**src/rtl/irq_vec_pkg.sv**
```systemverilog
package irq_vec_pkg;
  localparam int LVL_N    = 16;
  localparam int LVL_W    = $clog2(LVL_N);
  localparam int ADDR_W   = 16;
  localparam logic [ADDR_W-1:0] VEC_BASE = 16'hFFE0;
  localparam logic [ADDR_W-1:0] RST_VEC  = VEC_BASE + ADDR_W'(2 * (LVL_N - 1));
  localparam int NMI_N    = 3;
  localparam int SNG_N    = 5;
  localparam int TMR_N    = 3;
  localparam int PORT_W   = 8;
  localparam int RSRC_N   = 3;
  localparam logic [LVL_W-1:0] NMI_LVL = 4'd14;
  localparam logic [LVL_W-1:0] TMR_LVL = 4'd5;
  localparam logic [LVL_W-1:0] PA_LVL  = 4'd4;
  localparam logic [LVL_W-1:0] PB_LVL  = 4'd1;

  // level served by each single-source maskable flag
  function automatic logic [LVL_W-1:0] sng_level(input int idx);
    case (idx)
      0:       return 4'd12;
      1:       return 4'd10;
      2:       return 4'd6;
      3:       return 4'd3;
      default: return 4'd0;
    endcase
  endfunction

  function automatic logic [ADDR_W-1:0] vec_of(input logic [LVL_W-1:0] lvl);
    return VEC_BASE + {{(ADDR_W-LVL_W-1){1'b0}}, lvl, 1'b0};
  endfunction
endpackage

```
**src/rtl/irq_fetch_guard.sv**
```systemverilog
module irq_fetch_guard
  import irq_vec_pkg::*;
#(
  parameter logic [ADDR_W-1:0] REG_HI   = 16'h01FF,
  parameter logic [ADDR_W-1:0] HOLE_LO  = 16'h0300,
  parameter logic [ADDR_W-1:0] HOLE_HI  = 16'h0BFF,
  parameter logic [ADDR_W-1:0] UPPER_LO = 16'h1100,
  parameter logic [ADDR_W-1:0] UPPER_HI = 16'h7FFF
) (
  input  logic              fetch_valid,
  input  logic [ADDR_W-1:0] fetch_addr,
  output logic              fetch_bad
);
  logic in_reg, in_hole, in_upper;

  always_comb begin
    in_reg   = (fetch_addr <= REG_HI);
    in_hole  = (fetch_addr >= HOLE_LO) && (fetch_addr <= HOLE_HI);
    in_upper = (fetch_addr >= UPPER_LO) && (fetch_addr <= UPPER_HI);
    fetch_bad = fetch_valid && (in_reg || in_hole || in_upper);
  end
endmodule

```
**src/rtl/irq_level_map.sv**
```systemverilog
module irq_level_map
  import irq_vec_pkg::*;
(
  input  logic              gie,
  input  logic [NMI_N-1:0]  nmi_flag,
  input  logic [NMI_N-1:0]  nmi_en,
  input  logic [SNG_N-1:0]  sng_flag,
  input  logic [SNG_N-1:0]  sng_en,
  input  logic [TMR_N-1:0]  tmr_flag,
  input  logic [TMR_N-1:0]  tmr_en,
  input  logic [PORT_W-1:0] pa_flag,
  input  logic [PORT_W-1:0] pa_en,
  input  logic [PORT_W-1:0] pb_flag,
  input  logic [PORT_W-1:0] pb_en,
  output logic [LVL_N-1:0]  lvl_pend
);
  logic [SNG_N-1:0] sng_live;

  // one gated request per single-source flag
  genvar gi;
  generate
    for (gi = 0; gi < SNG_N; gi++) begin : g_sng
      assign sng_live[gi] = sng_flag[gi] && sng_en[gi] && gie;
    end
  endgenerate

  always_comb begin
    lvl_pend = '0;
    // non-maskable tier ignores the global enable
    lvl_pend[NMI_LVL] = |(nmi_flag & nmi_en);
    for (int i = 0; i < SNG_N; i++) begin
      if (sng_live[i]) lvl_pend[sng_level(i)] = 1'b1;
    end
    if (gie && |(tmr_flag & tmr_en)) lvl_pend[TMR_LVL] = 1'b1;
    if (gie && |(pa_flag & pa_en))   lvl_pend[PA_LVL]  = 1'b1;
    if (gie && |(pb_flag & pb_en))   lvl_pend[PB_LVL]  = 1'b1;
  end
endmodule

```
**src/rtl/irq_prio_enc.sv**
```systemverilog
module irq_prio_enc #(
  parameter int N = 16,
  localparam int W = (N > 1) ? $clog2(N) : 1
) (
  input  logic [N-1:0] req,
  output logic         any,
  output logic [W-1:0] idx
);
  always_comb begin
    any = 1'b0;
    idx = '0;
    for (int i = 0; i < N; i++) begin
      if (req[i]) begin
        any = 1'b1;
        idx = W'(i);
      end
    end
  end
endmodule

```
**src/rtl/irq_vector_ctrl.sv**
```systemverilog
module irq_vector_ctrl
  import irq_vec_pkg::*;
#(
  parameter logic [ADDR_W-1:0] FETCH_HI = 16'h7FFF
) (
  input  logic              clk,
  input  logic              rst_n,
  input  logic              gie,
  input  logic [NMI_N-1:0]  nmi_flag,
  input  logic [NMI_N-1:0]  nmi_en,
  input  logic [SNG_N-1:0]  sng_flag,
  input  logic [SNG_N-1:0]  sng_en,
  input  logic [TMR_N-1:0]  tmr_flag,
  input  logic [TMR_N-1:0]  tmr_en,
  input  logic [PORT_W-1:0] pa_flag,
  input  logic [PORT_W-1:0] pa_en,
  input  logic [PORT_W-1:0] pb_flag,
  input  logic [PORT_W-1:0] pb_en,
  input  logic [RSRC_N-1:0] rst_src,
  input  logic              fetch_valid,
  input  logic [ADDR_W-1:0] fetch_addr,
  input  logic              irq_ack,
  output logic              irq_req,
  output logic [ADDR_W-1:0] pend_vec,
  output logic [ADDR_W-1:0] vec_addr,
  output logic [SNG_N-1:0]  sng_clr,
  output logic              gie_clr,
  output logic              nmi_en_clr,
  output logic              sys_rst_req
);
  // reset: asserted asynchronously, released after two clocks
  logic [1:0] rs_q;
  logic       srst_n;

  always_ff @(posedge clk or negedge rst_n) begin
    if (!rst_n) rs_q <= 2'b00;
    else        rs_q <= {rs_q[0], 1'b1};
  end
  assign srst_n = rs_q[1];

  logic [LVL_N-1:0] lvl_pend;
  logic [LVL_W-1:0] win_lvl;
  logic             any_pend;
  logic             fetch_bad;

  irq_level_map u_map (
    .gie      (gie),
    .nmi_flag (nmi_flag),
    .nmi_en   (nmi_en),
    .sng_flag (sng_flag),
    .sng_en   (sng_en),
    .tmr_flag (tmr_flag),
    .tmr_en   (tmr_en),
    .pa_flag  (pa_flag),
    .pa_en    (pa_en),
    .pb_flag  (pb_flag),
    .pb_en    (pb_en),
    .lvl_pend (lvl_pend)
  );

  irq_prio_enc #(.N(LVL_N)) u_enc (
    .req (lvl_pend),
    .any (any_pend),
    .idx (win_lvl)
  );

  irq_fetch_guard #(.UPPER_HI(FETCH_HI)) u_guard (
    .fetch_valid (fetch_valid),
    .fetch_addr  (fetch_addr),
    .fetch_bad   (fetch_bad)
  );

  assign irq_req  = any_pend;
  assign pend_vec = vec_of(win_lvl);

  // next-state logic
  logic              rst_cause, ack_take, vec_en;
  logic [ADDR_W-1:0] vec_d, vec_q;
  logic [SNG_N-1:0]  clr_d, clr_q;
  logic              gclr_d, gclr_q, nclr_d, nclr_q, rreq_d, rreq_q;

  always_comb begin
    rst_cause = (|rst_src) || fetch_bad;
    ack_take  = irq_ack && any_pend && !rst_cause;
    vec_en    = rst_cause || ack_take;
    vec_d     = rst_cause ? RST_VEC : pend_vec;
    for (int i = 0; i < SNG_N; i++) begin
      clr_d[i] = ack_take && (win_lvl == sng_level(i));
    end
    gclr_d = ack_take && (win_lvl != NMI_LVL);
    nclr_d = ack_take && (win_lvl == NMI_LVL);
    rreq_d = rst_cause;
  end

  // registers
  always_ff @(posedge clk or negedge srst_n) begin
    if (!srst_n) begin
      vec_q <= RST_VEC;
    end else if (vec_en) begin
      vec_q <= vec_d;
    end
  end

  always_ff @(posedge clk or negedge srst_n) begin
    if (!srst_n) begin
      clr_q  <= '0;
      gclr_q <= 1'b0;
      nclr_q <= 1'b0;
      rreq_q <= 1'b0;
    end else begin
      clr_q  <= clr_d;
      gclr_q <= gclr_d;
      nclr_q <= nclr_d;
      rreq_q <= rreq_d;
    end
  end

  assign vec_addr    = vec_q;
  assign sng_clr     = clr_q;
  assign gie_clr     = gclr_q;
  assign nmi_en_clr  = nclr_q;
  assign sys_rst_req = rreq_q;
endmodule

```
**config.mk**
```make
export PLATFORM = sky130hd
export DESIGN_NAME = irq_vector_ctrl
export DESIGN_NICKNAME = d
export VERILOG_FILES = /design/src/rtl/irq_vec_pkg.sv /design/src/rtl/irq_fetch_guard.sv /design/src/rtl/irq_level_map.sv /design/src/rtl/irq_prio_enc.sv /design/src/rtl/irq_vector_ctrl.sv
export SDC_FILE = /design/constraint.sdc
export NUM_CORES = 1
export LEC_CHECK = 0
export CORE_MARGIN = 1
export CORE_UTILIZATION = 29
export CTS_BUF_LIST = sky130_fd_sc_hd__clkbuf_8
export CTS_CLUSTER_SIZE = 10
export DETAILED_ROUTE_END_ITERATION = 10
export HOLD_SLACK_MARGIN = 0.05
export PLACE_DENSITY = 0.83
export SLEW_MARGIN = 10
export SYNTH_ARGS = -nofsm -noshare
export SYNTH_HDL_FRONTEND = slang
export SYNTH_SLANG_ARGS = --single-unit
```
**constraint.sdc**
```tcl
create_clock -name clk -period 3.4 [get_ports clk]
set_clock_uncertainty 0.15 [all_clocks]
set_input_delay 0.68 -clock clk [delete_from_list [all_inputs] [get_ports clk]]
set_output_delay 0.68 -clock clk [all_outputs]
set_load 0.03 [all_outputs]
```
# Word level (Yosys, flattened, before mapping)

Cells that the tools add are included.

Memories kept: 0
Bits of input ports: 78
ROM bits: 0
RAM bits: 0
Output and inout port bits: 41
Register bits: 26
Word-level logic and storage cells: 133
Bits in latches: 0

Multipliers: 0
Add/sub/neg operators: 1
Magnitude comparators: 15
Shift-type cells: 0
Equal/unequal tests: 6
Divide/modulo/power cells: 0
Bitwise gates (word level): 9
Mux-type cells: 55
Reduce and logical (&&, ||, !) cells: 41

Operator list:

| cell                 | count |
|---|---|
| $mux 16              | 6 |
| $or 16x16->16        | 4 |
| $mux 4               | 13 |
| $logic_and 1x1->1    | 30 |
| $lt 4x5->1 const B   | 5 |
| $mux 1               | 25 |
| $demux 1 s4          | 5 |
| $ge 4x1->1 const B   | 5 |
| $and 8x8->8          | 2 |
| $ge 16x10->1 const B | 1 |
| $ge 16x13->1 const B | 1 |
| $le 16x12->1 const B | 1 |
| $le 16x15->1 const B | 1 |
| $le 16x9->1 const B  | 1 |
| $or 15x16->16        | 1 |
| $reduce_or 8->1      | 2 |
| $eq 4x4->1 const B   | 3 |
| $mux 3               | 4 |
| $reduce_or 3->1      | 3 |
| $add 6x6->7 const A  | 1 |
| $and 3x3->3          | 2 |
| $eq 4x2->1 const B   | 1 |
| $eq 4x3->1 const B   | 1 |
| $logic_not 4->1      | 1 |
| other kinds (4)      | 8 |

# Longest topological paths before layout

Gate-level depths: netlist of the first run.

Word-level depth: 36
Gate-level depth with buffers: 6
Mapped depth without buffers: 6

# Hierarchy

Synthesis of the first run repeated with hierarchy kept, for this count alone.

Cells, all modules: 128
Area total of the unflattened synthesis: 1139.8 µm²

By module, submodules not included:

| module          | area an instance (µm²) | cells an instance | sequential area each (µm²) | times used |
|---|---|---|---|---|
| irq_vector_ctrl | 737.0                  | 65                | 355.3                      | 1 |
| irq_level_map   | 196.4                  | 28                | 0.0                        | 1 |
| irq_prio_enc    | 161.4                  | 29                | 0.0                        | 1 |
| irq_fetch_guard | 45.0                   | 6                 | 0.0                        | 1 |

# Worst setup path before layout of the first run

Ideal clock, no wire load.

Path type: input to output
Start: input nmi_flag[1]
End: output pend_vec[1]
Buffers on the path: 0
Stages: 4
Data required time: 2.570 ns
Arrival time: 2.225 ns
Setup slack: 0.345 ns
Cell sequence: a222oi_1 -> o211ai_4 -> a21oi_1 -> and2_1

Longest elaborated chain between the ends: 15

Ends and longest elaborated chain:

| element                        | line                  | RTL |
|---|---|---|
| from (decl)                    | irq_vector_ctrl.sv:9  | `input logic [NMI_N-1:0] nmi_flag,` |
| $and 3x3->3 *                  | irq_level_map.sv:30   | `lvl_pend[NMI_LVL] = \|(nmi_flag & nmi_en);` |
| $reduce_or 3->1 *              | irq_level_map.sv:30   |  |
| $or 15x16->16 (no source line) | --                    |  |
| $mux 16 *                      | irq_level_map.sv:32   | `if (sng_live[i]) lvl_pend[sng_level(i)] = 1'b1;` |
| $or 16x16->16 (no source line) | --                    |  |
| $mux 16 *                      | irq_level_map.sv:32   |  |
| $or 16x16->16 (no source line) | --                    |  |
| $mux 16 *                      | irq_level_map.sv:32   |  |
| $or 16x16->16 (no source line) | --                    |  |
| $mux 16 *                      | irq_level_map.sv:32   |  |
| $or 16x16->16 (no source line) | --                    |  |
| $mux 16 *                      | irq_level_map.sv:32   |  |
| $mux 4 * (2 in series)         | irq_prio_enc.sv:13    | `if (req[i]) begin` |
| $add 6x6->7 *                  | irq_vec_pkg.sv:29     | `return VEC_BASE + {{(ADDR_W-LVL_W-1){1'b0}}, lvl, 1'b0};` |
| to (decl)                      | irq_vector_ctrl.sv:24 | `output logic [ADDR_W-1:0] pend_vec,` |

Mark *: on every way between the ends. The rest lies on a longest branch, timed or not.

# Final worst setup path of the first run

Start: input tmr_flag[0]
End: output irq_req

Longest elaborated chain between the ends: 15

Ends and longest elaborated chain:

| element               | line                  | RTL |
|---|---|---|
| from (decl)           | irq_vector_ctrl.sv:13 | `input logic [TMR_N-1:0] tmr_flag,` |
| $and 3x3->3           | irq_level_map.sv:34   | `if (gie && \|(tmr_flag & tmr_en)) lvl_pend[TMR_LVL] = 1'b1;` |
| $reduce_or 3->1       | irq_level_map.sv:34   |  |
| $logic_and 1x1->1     | irq_level_map.sv:34   |  |
| $mux 1                | irq_level_map.sv:34   |  |
| $mux 1 (11 in series) | irq_prio_enc.sv:13    |  |
| to (decl)             | irq_vector_ctrl.sv:23 | `output logic irq_req,` |

No other way between the ends.

==> results of run 1 <==
-- Yosys cell counts (all sizes together) --
| library cell | count |
|---|---|
| nor4b | 1 |
| a31o | 1 |
| o21a | 1 |
| nor2 | 10 |
| nor4 | 2 |
| a22oi | 10 |
| a222oi | 2 |
| nand3 | 6 |
| a21oi | 1 |
| a21boi | 1 |
| o211ai | 3 |
| o31a | 1 |
| nor3 | 3 |
| buf | 25 |
| o21ai | 4 |
| mux2i | 3 |
| inv | 4 |
| or4 | 1 |
| conb | 2 |
| and4 | 1 |
| nand2 | 10 |
| a311oi | 2 |
| dfstp | 4 |
| a21o | 1 |
| a2111oi | 3 |
| nand4 | 1 |
| and2 | 2 |
| a221o | 1 |
| dfrtp | 10 |
| and3 | 2 |
-- layout make-up --
type                    instances  area (um^2)
multi-input cells              98          624
well taps                      46         57.6
repair buffers                100          960
inverters                       4         15.0
clock buffers                   4         55.1
fillers                       328         1400
flip-flops and latches         14          355
-- cells by family after synthesis --
family                 Yosys count  share of synthesized area [%]
buffers and inverters           29                           18.4
AO/OA/AOI/OAI                   31                           27.4
AND/OR/NAND/NOR                 39                           18.2
other                            2                          0.690
flip-flops                      14                           32.6
multiplexers                     3                           2.76
-- per-stage QoR --
stage	hold slack, ns	setup TNS, ns	power (mW)
2_1_floorplan	-0.00585	0	0.292
3_3_place_gp	0.0373	-0.433	0.388
3_5_place_dp	0.0398	-0.444	0.390
4_1_cts	0.166	-0.0144	0.549
5_1_grt	0.189	0	0.580
6_report	0.164	0	0.545
-- worst min path at each step --
stage / endpoint / slack (ns) / cells after the start
after CTS: vec_addr[1] / 0.17 / 0
after floorplan: gie_clr / -0.006 / 0
after global routing: vec_addr[4] / 0.19 / 0
after global placement: nmi_en_clr / 0.04 / 0
final: vec_addr[1] / 0.16 / 0
after detailed placement: gie_clr / 0.04 / 0
-- power breakdown --
part	leakage (nW)	switching, mW	internal (mW)
Sequential	0.172	0.00196	0.170
Combinational	0.659	0.105	0.112
Clock	0.0288	0.0526	0.102
Total	0.860	0.160	0.385
-- registers in the layout, indices dropped and copies added, names as in the netlist --
name,cells
sng_clr,5
vec_addr,4
rs_q,2
gie_clr,1
nmi_en_clr,1
sys_rst_req,1
-- layer usage --
| metal | GRT usage, % | vias up | part of all wire (%) |
|---|---|---|---|
| met1 | 18.4 | 548 | 39 |
| met3 | 4.53 | 2 | 7.5 |
| met2 | 31.2 | 64 | 53 |
| met4 | 4.55 | 0 | 0.45 |
| met5 | 0 | - | 0 |
| li1 | - | 596 | - |
-- worst max-delay path, stage by stage --
cell and delay (ns):
clkdlybuf4s50_1 0.41, a222oi_1 0.38, buf_4 0.18, nand2_1 0.04
or4_4 0.42, a21o_1 0.20, buf_6 0.14
-- what timing repair did --
item / in CTS / in global routing
setup endpoints to repair: 2 / 1
resized for setup: 4 / 8
pin swaps: 1 / 1
hold buffers: 1 / 0
endpoints found under the hold margin: 8 / 0
==> key figures, run 1 <==
Setup path
  • Crit path kind: input port to output pin
  • Crit path arrival time: ~2.5 ns
  • Critical path required time: around 2.6 ns
  • CP startpoint kind: input port
  • Worst Setup End Kind: output pin
  • Crit path to: irq_req
  • FF-to-FF Start: rs_q[1]
  • Worst r2r path cells: 1
  • CP Max Fanout: 2
  • Reg2reg end: sng_clr[2]
  • R2R setup slack: 2.13 ns
  • Crit path from: tmr_flag[0]

Power
  • VDD IR max: around 150 uV
  • Leakage power: 0.860 nW
  • Pwr Density: about 260 nW/um^2

Floorplan
  • Io pins: approximately 120
  • Starting Density: between 30% and 40%
  • FP Rows: 21
  • Die X: approximately 63 um
  • Placeable Area: approximately 3500 um^2
  • Die Ht: 63.3 um
  • Die area: around 4000 um^2

Layout
  • Final Cell Area: slightly above 2000 um^2
  • Fin cells: 266
  • Final core utilization: between 50% and 60%
  • Layout cells sized above 1: between 10% and 20%
  • Commonest non-fill, non-tap cell in the layout: clkdlybuf4s50_1
  • Antenna cells: 0
  • Final net count: approximately 300
  • Synthesis-to-layout area growth: 89.9%
  • Most frequent cells in the layout: clkdlybuf4s50_1 (82), conb_1 (25), buf_4 (15)

Clocking
  • Number of CTS-inserted buffers: 3
  • Clock sinks: 14
  • Clock Tree Root: clkbuf_8
  • Clock H-tree levels: 1
  • Clock Path Buffers: 2
  • Clk slew on worst S/H paths: about 0.05 ns
  • TritonCTS clock tree: yes
  • Setup bufs post-CTS: 0
  • Clock Latency Late Sink: between 0.2 and 0.25 ns

Logic synthesis
  • Cell area after synthesis: 1090 um^2
  • Leading cell types by total area after synthesis: dfrtp_1 (23%), buf_4 (17%), dfstp_2 (9.7%), a22oi_1 (6.9%), nand2_1 (3.4%)
  • Synth top area share: 23.0%
  • Syn Area/Cell: ~9.2 um^2
  • Yosys warns: 0
  • Register bit total from synthesis: 14
  • Count of cell types in the netlist: 37
  • Synth area leader: dfrtp_1
  • Cells after Synth: roughly 120
  • Post-synthesis sequential area ratio: 32.6%

Run
  • Max-cap violations: 0

Run status
  • Outcome: completed

Place
  • IO Port Bufs: 86
  • Area of placed instances: about 2000 um^2
  • Pre-CTS setup slack: -0.325 ns
  • Dpl cells: 261
  • Hpwl dp: around 2700 um
  • GP Congestion: roughly 0.77

Drt
  • DRT iter0 DRCs: 27
  • Drc violations: 0
  • Drt total wl: approximately 3100 um
  • Via/cell ratio: 4.55
  • First-pass DRT Iterations: 5
  • DR vias: ~1,200
  • Wire per inst: roughly 12 um
  • Final ANT Viol Nets: 0

GRT
  • First-pass GRT wire length: about 5300 um
  • Largest net degree at the start of global routing: 10
  • Number of global-route vias before repair: roughly 1,300
  • Total Routing Usage GR: between 15 and 20%
  • Initial antenna violation count: 0
  • Grt ovf: 0

STA
  • Final worst path period share: 96.4%
  • Number of hold violations in the final report: 0
  • RSZ-0062 raised after global routing: no
  • Final Critical Period: between 3 and 4 ns
  • Fmax: just over 0.3 GHz
  • Slew Viols, Final: 0
  • Final setup fails: 0
  • Worst Setup Slack, final: 0.121 ns

Worst hold path
  • Worst min-delay path category: flip-flop to async pin
No activity file was read; power rests on OpenSTA's default activity.
==> inputs of run 2 (changes only) <==
Settings changed: CORE_ASPECT_RATIO set to 0.9, RECOVER_POWER set to 25.
==> run 2 against run 1 <==
Largest cell class unchanged. Critical endpoint unchanged. Worst setup slack gained 0.0095 ns. Worst hold slack got worse by 0.13 ns. Critical path depth did not move. Sequential cell count stayed put. First-iteration DRC count is 37% higher. Via count is 1.2% lower.
==> key figures, run 2 (synthesis results as in run 1) <==
Clocking
  • Clock Tree Root: clkbuf_8
  • Clock sinks: 14 (unchanged)
  • Clock Latency Late Sink: 0.24 ns (about the same)
  • Clock H-tree levels: 1 (unchanged)
  • Clk slew on worst S/H paths: 0.06 ns (about the same)
  • Setup bufs post-CTS: 0 (unchanged)
  • Clock Path Buffers: 2 (unchanged)
  • TritonCTS clock tree: yes
  • Number of CTS-inserted buffers: 3 (unchanged)
  • Post-CTS Hold Buffers: 0 (-1)

Floorplan
  • Die X: 66.6 um (+5.2%)
  • FP Rows: 20 (-4.8%)
  • Placeable Area: 3480 um^2 (+0.29%)
  • Starting Density: 31.3% (-0.090 points)
  • Die Ht: 60.1 um (-5.0%)
  • Io pins: 119 (unchanged)
  • Die area: 4000 um^2 (about the same)

Run
  • Max-cap violations: 0 (unchanged)

Setup path
  • Buffers & Inverters on Critical Path: 3 (unchanged)
  • Crit path arrival time: 2.44 ns (about the same)
  • CP max stage delay: 0.42 ns (about the same)
  • Worst Setup End Kind: output pin
  • CP startpoint kind: input port
  • CP Cell Sequence: clkdlybuf4s50_1 -> a222oi_1 -> buf_4 -> nand2_1 -> or4_4 -> a21o_1 -> buf_2
  • Critical path required time: 2.57 ns (about the same)
  • R2R setup slack: 2.48 ns (+0.35 ns)
  • CP Max Fanout: 2 (unchanged)
  • Crit path kind: input port to output pin
  • Worst path slowest cell: or4_4
  • Delay-heaviest family, CP: buffers and inverters

Drt
  • DR vias: 1,195 (-1.2%)
  • Final ANT Viol Nets: 0 (unchanged)
  • Wire per inst: 11.1 um (-5.7%)
  • Drc violations: 0 (unchanged)
  • Drt total wl: 2920 um (-6.4%)
  • First-pass DRT Iterations: 4 (-1)
  • Via/cell ratio: 4.53 (-0.49%)
  • DRT iter0 DRCs: 37 (+37%)

Power
  • Pwr Density: 264 nW/um^2 (about the same)
  • Clk pwr share: 28.6% (+0.2 points)
  • Gate power share: 39.6% (-0.3 points)
  • Sequential Power Share: 31.8% (+0.2 points)
  • VDD IR max: 110 uV (-28%)
  • P_int: 0.386 mW (+0.32%)
  • Switching share of power: 29.2% (-0.18 points)
  • Total power: 0.545 mW (about the same)
  • Leakage power: 0.859 nW (-0.16%)
  • Switching Power: 0.159 mW (-0.53%)

Place
  • Area of placed instances: 2020 um^2 (+0.88%)
  • Hpwl dp: 2680 um (+0.98%)
  • IO Port Bufs: 86 (unchanged)
  • Dpl cells: 260 (-0.38%)
  • Pre-CTS setup slack: -0.314 ns (+0.0116 ns)
  • GP Congestion: 0.760 (-1.4%)

Layout
  • Most frequent cells in the layout: clkdlybuf4s50_1 (82), conb_1 (25), buf_4 (15)
  • Max FFs per register: 5 (unchanged)
  • Final Cell Area: 2070 um^2 (unchanged)
  • Fin cells: 264 (-0.75%)
  • Final core utilization: 59.4% (-0.17 points)
  • Antenna cells: 0 (unchanged)
  • Layout cells sized above 1: 16.4% (-0.45 points)
  • Synthesis-to-layout area growth: 89.9% (unchanged)
  • Commonest non-fill, non-tap cell in the layout: clkdlybuf4s50_1
  • Final net count: 299 (unchanged)

STA
  • RSZ-0062 raised after global routing: no
  • Final Critical Period: 3.27 ns (-0.00948 ns)
  • Slew Viols, Final: 0 (unchanged)
  • Fmax: 0.306 GHz (+0.29%)
  • Setup TNS: 0 ns (unchanged)
  • Worst Setup Slack, final: 0.130 ns (+0.00948 ns)
  • Final worst path period share: 96.2% (-0.28 points)
  • Number of hold violations in the final report: 0 (unchanged)
  • Final setup fails: 0 (unchanged)
  • Hold_ws: 0.0343 ns (-0.130 ns)

Run status
  • Outcome: completed

Worst hold path
  • Worst min-delay path category: flip-flop to async pin

GRT
  • Grt ovf: 0 (unchanged)
  • Largest net degree at the start of global routing: 13 (+3)
  • Initial antenna violation count: 0 (unchanged)
  • Number of global-route vias before repair: 1,149 (-8.7%)
  • First-pass GRT wire length: 4660 um (-12%)
  • Total Routing Usage GR: 15.1% (-1.6 points)
==> run 2: cell types whose count changed in the layout (fill, tap and decap cells not counted), sizes merged <==
cell | before | now
buf | 16 | 17
clkbuf | 5 | 4
dlygate4sd3 | 1 | 0
dlygate4sd2 | 0 | 1
==> run 2: power groups by stage <==
stage / Combinational (mW) / Clock (mW) / Sequential [mW]
after floorplan: 0.113 / 0 / 0.179
after global placement: 0.215 / 0 / 0.176
after detailed placement: 0.218 / 0 / 0.176
after CTS: 0.218 / 0.160 / 0.174
after global routing: 0.232 / 0.169 / 0.174
final: 0.216 / 0.156 / 0.173
==> run 2: area by class of cell <==
type | count | area (um^2)
clock buffer | 4 | 55.1
fill | 307 | 1410
inverter | 4 | 15.0
multi-input combinational | 98 | 619
sequential | 14 | 355
tap | 44 | 55.1
timing repair buffer | 100 | 967
==> run 2: worst paths after layout <==
| check | startpoint | to | cells after the start |
|---|---|---|---|
| max | tmr_flag[0] | irq_req | 7 |
| min | rs_q[1] | sys_rst_req | 0 |
| max reg2reg | vec_addr[2] | vec_addr[2] | 2 |
| min reg2reg | rs_q[1] | sys_rst_req | 0 |
| max in group asynchronous | rst_n | rs_q[1] | 1 |
| min in group clk | rs_q[0] | rs_q[1] | 0 |
==> run 2: metal layers <==
layer	wire, um	track usage (%)
met5	0	0
met4	0	3.65
met3	201	1.91
met2	1620	30.9
met1	1100	16.1
==> run 2: timing repair <==
item                                    CTS  global route
endpoints found under the setup margin    2             1
pin swaps                                 1             1
gates resized for setup                   4             2
